==> src/rtl/wdt_pkg.sv <==
package wdt_pkg;
  localparam int unsigned CTL_W       = 8;
  localparam int unsigned SRC_BIT     = 7;
  localparam int unsigned STP_BIT     = 6;
  localparam int unsigned RD_FIELD_W  = 6;
  localparam int unsigned N_STAGES    = 2;

  typedef struct packed {
    logic h_direct;   // high stage fed by prescaler instead of low underflow
    logic stop_rst;   // stop strobe forces reset
  } wdt_cfg_t;
endpackage

==> src/rtl/wdt_prescaler.sv <==
module wdt_prescaler #(
  parameter int unsigned DIV_W = 4
) (
  input  logic clk_i,
  input  logic rst_ni,
  input  logic clr_i,
  input  logic run_i,
  output logic tick_o
);
  logic [DIV_W-1:0] cnt_q;

  always_ff @(posedge clk_i or negedge rst_ni) begin
    if (!rst_ni)      cnt_q <= '0;
    else if (clr_i)   cnt_q <= '0;
    else if (run_i)   cnt_q <= cnt_q + 1'b1;
  end

  assign tick_o = run_i && (&cnt_q);
endmodule

==> src/rtl/wdt_stage.sv <==
module wdt_stage #(
  parameter int unsigned W = 8
) (
  input  logic         clk_i,
  input  logic         rst_ni,
  input  logic         load_i,
  input  logic         dec_i,
  output logic [W-1:0] cnt_o,
  output logic         uflow_o
);
  logic [W-1:0] cnt_q;

  always_ff @(posedge clk_i or negedge rst_ni) begin
    if (!rst_ni)     cnt_q <= '1;
    else if (load_i) cnt_q <= '1;
    else if (dec_i)  cnt_q <= cnt_q - 1'b1;
  end

  assign cnt_o   = cnt_q;
  assign uflow_o = dec_i && (cnt_q == '0);
endmodule

==> src/rtl/wdt_ctrl.sv <==
module wdt_ctrl
  import wdt_pkg::*;
(
  input  logic             clk_i,
  input  logic             rst_ni,
  input  logic             we_i,
  input  logic [CTL_W-1:0] wdata_i,
  input  logic             stop_exec_i,
  input  logic             wake_i,
  input  logic             h_uflow_i,
  output logic             armed_o,
  output wdt_cfg_t         cfg_o,
  output logic             stop_mode_o,
  output logic             reload_o,
  output logic             rst_pulse_o
);
  logic     armed_q, stop_q, pulse_q;
  wdt_cfg_t cfg_q;
  logic     soft_clr;

  // a refresh in the underflow cycle wins; a stop-reset always wins
  assign soft_clr = (h_uflow_i && !we_i) || (stop_exec_i && cfg_q.stop_rst);

  always_ff @(posedge clk_i or negedge rst_ni) begin
    if (!rst_ni) begin
      armed_q <= 1'b0;
      cfg_q   <= '0;
      stop_q  <= 1'b0;
      pulse_q <= 1'b0;
    end else begin
      pulse_q <= soft_clr;
      if (soft_clr) begin
        armed_q <= 1'b0;
        cfg_q   <= '0;
        stop_q  <= 1'b0;
      end else begin
        if (we_i) begin
          armed_q        <= 1'b1;
          cfg_q.h_direct <= wdata_i[SRC_BIT];
          if (!armed_q) cfg_q.stop_rst <= wdata_i[STP_BIT];
        end
        if (stop_q && wake_i)                               stop_q <= 1'b0;
        else if (!stop_q && stop_exec_i && !cfg_q.stop_rst) stop_q <= 1'b1;
      end
    end
  end

  assign armed_o     = armed_q;
  assign cfg_o       = cfg_q;
  assign stop_mode_o = stop_q;
  assign reload_o    = we_i || soft_clr;
  assign rst_pulse_o = pulse_q;
endmodule

==> src/rtl/lockable_wdt.sv <==
module lockable_wdt
  import wdt_pkg::*;
#(
  parameter int unsigned DIV_W = 4,
  parameter int unsigned CNT_W = 8
) (
  input  logic             clk_i,
  input  logic             rst_ni,
  input  logic             clk_en_i,
  input  logic             reg_we_i,
  input  logic [CTL_W-1:0] reg_wdata_i,
  output logic [CTL_W-1:0] reg_rdata_o,
  input  logic             stop_exec_i,
  input  logic             stop_wake_i,
  output logic             stop_req_o,
  output logic             sys_rst_o
);
  localparam int unsigned RD_MSB = CNT_W - 1;

  logic                         armed, stop_mode, reload, run, tick, h_uflow;
  wdt_cfg_t                     cfg;
  logic [N_STAGES-1:0]          dec, uflow;
  logic [N_STAGES-1:0][CNT_W-1:0] cnt;

  wdt_ctrl u_ctrl (
    .clk_i       (clk_i),
    .rst_ni      (rst_ni),
    .we_i        (reg_we_i),
    .wdata_i     (reg_wdata_i),
    .stop_exec_i (stop_exec_i),
    .wake_i      (stop_wake_i),
    .h_uflow_i   (h_uflow),
    .armed_o     (armed),
    .cfg_o       (cfg),
    .stop_mode_o (stop_mode),
    .reload_o    (reload),
    .rst_pulse_o (sys_rst_o)
  );

  assign run = armed && !stop_mode && clk_en_i;

  wdt_prescaler #(.DIV_W(DIV_W)) u_presc (
    .clk_i  (clk_i),
    .rst_ni (rst_ni),
    .clr_i  (reload),
    .run_i  (run),
    .tick_o (tick)
  );

  assign dec[0] = tick;
  assign dec[1] = cfg.h_direct ? tick : uflow[0];

  for (genvar g = 0; g < N_STAGES; g++) begin : g_stage
    wdt_stage #(.W(CNT_W)) u_stage (
      .clk_i   (clk_i),
      .rst_ni  (rst_ni),
      .load_i  (reload),
      .dec_i   (dec[g]),
      .cnt_o   (cnt[g]),
      .uflow_o (uflow[g])
    );
  end

  assign h_uflow     = uflow[N_STAGES-1];
  assign stop_req_o  = stop_mode;
  assign reg_rdata_o = {cfg.h_direct, cfg.stop_rst, cnt[N_STAGES-1][RD_MSB -: RD_FIELD_W]};
endmodule

==> config.mk <==
export PLATFORM = sky130hd
export DESIGN_NAME = lockable_wdt
export DESIGN_NICKNAME = d
export VERILOG_FILES = /design/src/rtl/wdt_pkg.sv /design/src/rtl/wdt_prescaler.sv /design/src/rtl/wdt_stage.sv /design/src/rtl/wdt_ctrl.sv /design/src/rtl/lockable_wdt.sv
export SDC_FILE = /design/constraint.sdc
export NUM_CORES = 1
export LEC_CHECK = 0
export ABC_AREA = 0
export BUFFER_PORTS_ARGS = -buffer_cell sky130_fd_sc_hd__buf_4
export CORE_ASPECT_RATIO = 1.5
export CORE_MARGIN = 8
export CORE_UTILIZATION = 59
export CTS_CLUSTER_DIAMETER = 40
export DETAILED_ROUTE_END_ITERATION = 8
export GPL_TIMING_DRIVEN = 0
export PLACE_DENSITY = 0.88
export SLEW_MARGIN = 40
export SYNTH_ARGS = -nofsm -noshare
export SYNTH_HDL_FRONTEND = slang
export SYNTH_HIERARCHICAL = 1
export SYNTH_SLANG_ARGS = --single-unit
==> constraint.sdc <==
create_clock -name clk_i -period 9.8 [get_ports clk_i]
set_input_delay 0 -clock clk_i [delete_from_list [all_inputs] [get_ports clk_i]]
set_output_delay 0 -clock clk_i [all_outputs]
set_load 0.01 [all_outputs]
==> out/metrics.yaml <==
timing.critical_path.to_type: "flop"
clock_tree.htree_level_count: 1
num_antenna_cells: 0
detailed_router_iteration_count_before_antenna_repair: 6
placedCellCount: 165
antenna_violations_before_repair: 0
hold_viol_final: 0
worstSetupStartpoint: "u_ctrl/stop_mode_o$_DFFE_PN0P_"
num-nets-final: 174
maximum_clock_rate_ghz: 0.252
fin_setup_tns_ns: 0
relSlewSlack: 0.562
core_area_mm2: 0.00223
layout_worst_path_cycle_share: 0.405
placement.cell_area_mm2: 0.00153
ys_dominant_reg_cell: "dfstp_2"
drive_gt1_frac: 0.299
worstSkewPairLatency_ns: 0.31
overall_track_demand_over_capacity_in_global_routing: 0.137
crit-reg2reg-launch: "u_ctrl/stop_mode_o$_DFFE_PN0P_"
critPathLaunchType: "flop"
slowest_delay_ns: 0.52
rr_worst_depth: 12
ys_warnings: 6
grt_setup_unrepaired: "no"
core.rowCount: 21
clock_tree.root_cell: "clkbuf_4"
cell_chain_of_the_critical_path: "and3b_1, buf_6, and4_1, or4bb_1, nor2_1, mux2_4, or4bb_1, nor2_1, inv_1, nand3_1, nor2b_1, mux2_4"
worst-slew-pin-transition_ns: 0.655
regToRegSetupSlack_ns: 5.83
fin_skew_ns: 0.00541
tritoncts_num_sinks: 25
die_height_um: 75.1
dr_iter_0_viols: 34
finalSetupViolations: 0
synthesis.area_per_instance_um2: 11.0
first_global_vias: 1138
worst_ep_arrival_ns: 4.18
area_delta_synth_final_pct: 19.1
grt_pass1_wl_um: 4720
ys_seq_elements: 25
status: "completed"
grt_overflow_total: 0
synthesis.nets: 144
initial_core_util: 0.615
worst_setup_path_endpoint: "u_presc/cnt_q[3]$_DFFE_PN0P_"
synthesis.instances: 125
path_max_fanout: 21
crit-reg2reg-capture: "u_presc/cnt_q[3]$_DFFE_PN0P_"
synth_edf_count: 0
dp_hpwl_um: 2020
finish.instance_area_mm2: 0.00164
cap_viol_max_count: 0
tritoncts.num_buffers: 3
grt_max_degree: 26
routed_wl_um: 2810
synth.lib_cells_used.distinct: 38
post_cts_resize_count: 0
design.die.area_mm2: 0.00416
route.antenna.remaining_nets: 0
critPathSlowestCell: "nand3_1"
synth.cell_area_mm2: 0.00137
hold-worst-slack_ns: 0.0623
post-cts-setup-buffer-count: 0
synth.yosys.seq_area_share: 0.470
detailroute.via_count: 1031
route.detailed.wl_per_inst_um: 15.9
finalMaxSlewViolations: 0
number_of_remaining_drc_errors: 0
gp_congestion: 0.752
final_cells: 177
floorplan.die.width_um: 55.4
ioPinCount: 24
cellLeakagePower_uw: 0.000695
worst_ir_drop_vdd_mv: 0.0870
placement.io_buffers: 17
critPathKind: "reg -> reg"
tritoncts: "yes"
asyncSetResetFlopFracSynth: 1.00
clockBufferDepth: 2
hold_path.class: "in -> reg"
worstPathRequired_ns: 10.01
power.density_mw_per_mm2: 108
min_period_ns: 3.97
clk_transition_reported_paths_ns: 0.13
via_per_inst: 5.82
-- flip-flops by register name (all words and copies together) (netlist names) --
| register | cells |
|---|---|
| u_presc/cnt_q | 4 |
| g_stage.u_stage/cnt_o | 16 |
| u_ctrl/rst_pulse_o | 1 |
| u_ctrl/cfg_o | 2 |
| u_ctrl/armed_o | 1 |
| u_ctrl/stop_mode_o | 1 |
-- synthesized netlist by cell type, types with 2 or more instances --
master,number,share of area
nand2_1,8,0.022
or4b_1,2,0.015
or4bb_1,2,0.016
xnor2_1,3,0.019
nor3_1,6,0.022
buf_2,2,0.0073
o31a_1,2,0.013
mux2_4,2,0.022
or3_1,6,0.027
dfrtp_1,9,0.16
dfstp_2,16,0.31
nor4_1,2,0.0091
a21oi_1,3,0.011
or4_1,2,0.011
xor2_1,2,0.013
o21ai_0,7,0.025
nor2_1,6,0.016
or3b_2,2,0.013
or3b_1,3,0.019
inv_1,6,0.016
o21a_1,2,0.011
nand3b_1,5,0.027
nand2b_1,7,0.032
mux2i_1,2,0.015
ha_1,5,0.046
-- layer usage --
metal  track usage  wire, µm  vias up
met4        0.0632        23        0
li1              -         -      509
met2         0.269      1570       16
met1         0.135      1120      504
met5             0         0        -
met3        0.0253        88        2
-- repair_timing --
action	in CTS	in global routing
hold buffers	8	0
hold endpoints to repair	29	0
endpoints found under the setup margin	0	0
-- final cells by class --
class,count,area (µm²)
Inverter,6,22.5
Timing Repair Buffer,25,208
Multi-Input combinational cell,91,684
Sequential cell,25,646
Buffer,3,21.3
Tap cell,23,28.8
Clock buffer,4,26.3
Fill cell,164,597
-- metrics by stage --
| step | setup WS [ns] | power, µW | util |
|---|---|---|---|
| 6_report | 5.83 | 177 | 0.733 |
| 5_1_grt | 5.56 | 186 | 0.733 |
| 4_1_cts | 5.81 | 181 | 0.733 |
| 3_5_place_dp | 5.84 | 132 | 0.685 |
| 3_3_place_gp | 5.95 | 131 | 0.685 |
| 2_1_floorplan | 6.36 | 122 | - |
-- placed cells by master (no fill, tap or decap), drive strengths merged, types with 6 or more instances in the layout --
| cell | instances |
|---|---|
| buf | 20 |
| nor2 | 6 |
| nand2 | 8 |
| nand2b | 7 |
| dfrtp | 9 |
| o21ai | 7 |
| nor3 | 6 |
| dlygate4sd3 | 8 |
| inv | 6 |
| or3 | 6 |
| dfstp | 16 |
-- power by group --
| part | internal (µW) | leakage, µW | switching (µW) |
|---|---|---|---|
| Clock | 15.9 | 0.0000150 | 28.7 |
| Sequential | 106 | 0.000284 | 3.13 |
| Combinational | 12.6 | 0.000396 | 10.7 |
| Total | 135 | 0.000695 | 42.5 |
-- worst min-delay path by stage --
stage                startpoint                            to  slack [ns]  cells past startpoint
CTS                 stop_exec_i    u_ctrl/armed_o$_DFFE_PN0P_        0.04                      3
global route        stop_exec_i    u_ctrl/armed_o$_DFFE_PN0P_        0.06                      3
detailed placement       rst_ni  u_presc/cnt_q[2]$_DFFE_PN0P_       -0.08                      1
finish              stop_exec_i    u_ctrl/armed_o$_DFFE_PN0P_        0.06                      3
floorplan                rst_ni    u_ctrl/armed_o$_DFFE_PN0P_       -0.30                      0
global placement         rst_ni  u_presc/cnt_q[2]$_DFFE_PN0P_       -0.09                      1
-- critical path: cells and delay by family, from the launching register on --
kind          cells  cell delay (ns)
buf+inv           2             0.25
mux               2             0.48
simple gates      8             2.69
flops             1             0.42
-- logic make-up after synthesis --
logic type      Yosys count  share of synthesized area
buf+inv                   9                     0.0319
simple gates             60                      0.290
xor+xnor                  5                     0.0319
fa+ha+maj                 5                     0.0455
compound gates           17                     0.0947
flops                    25                      0.470
mux                       4                     0.0364
(Power assumes the default switching activity.)
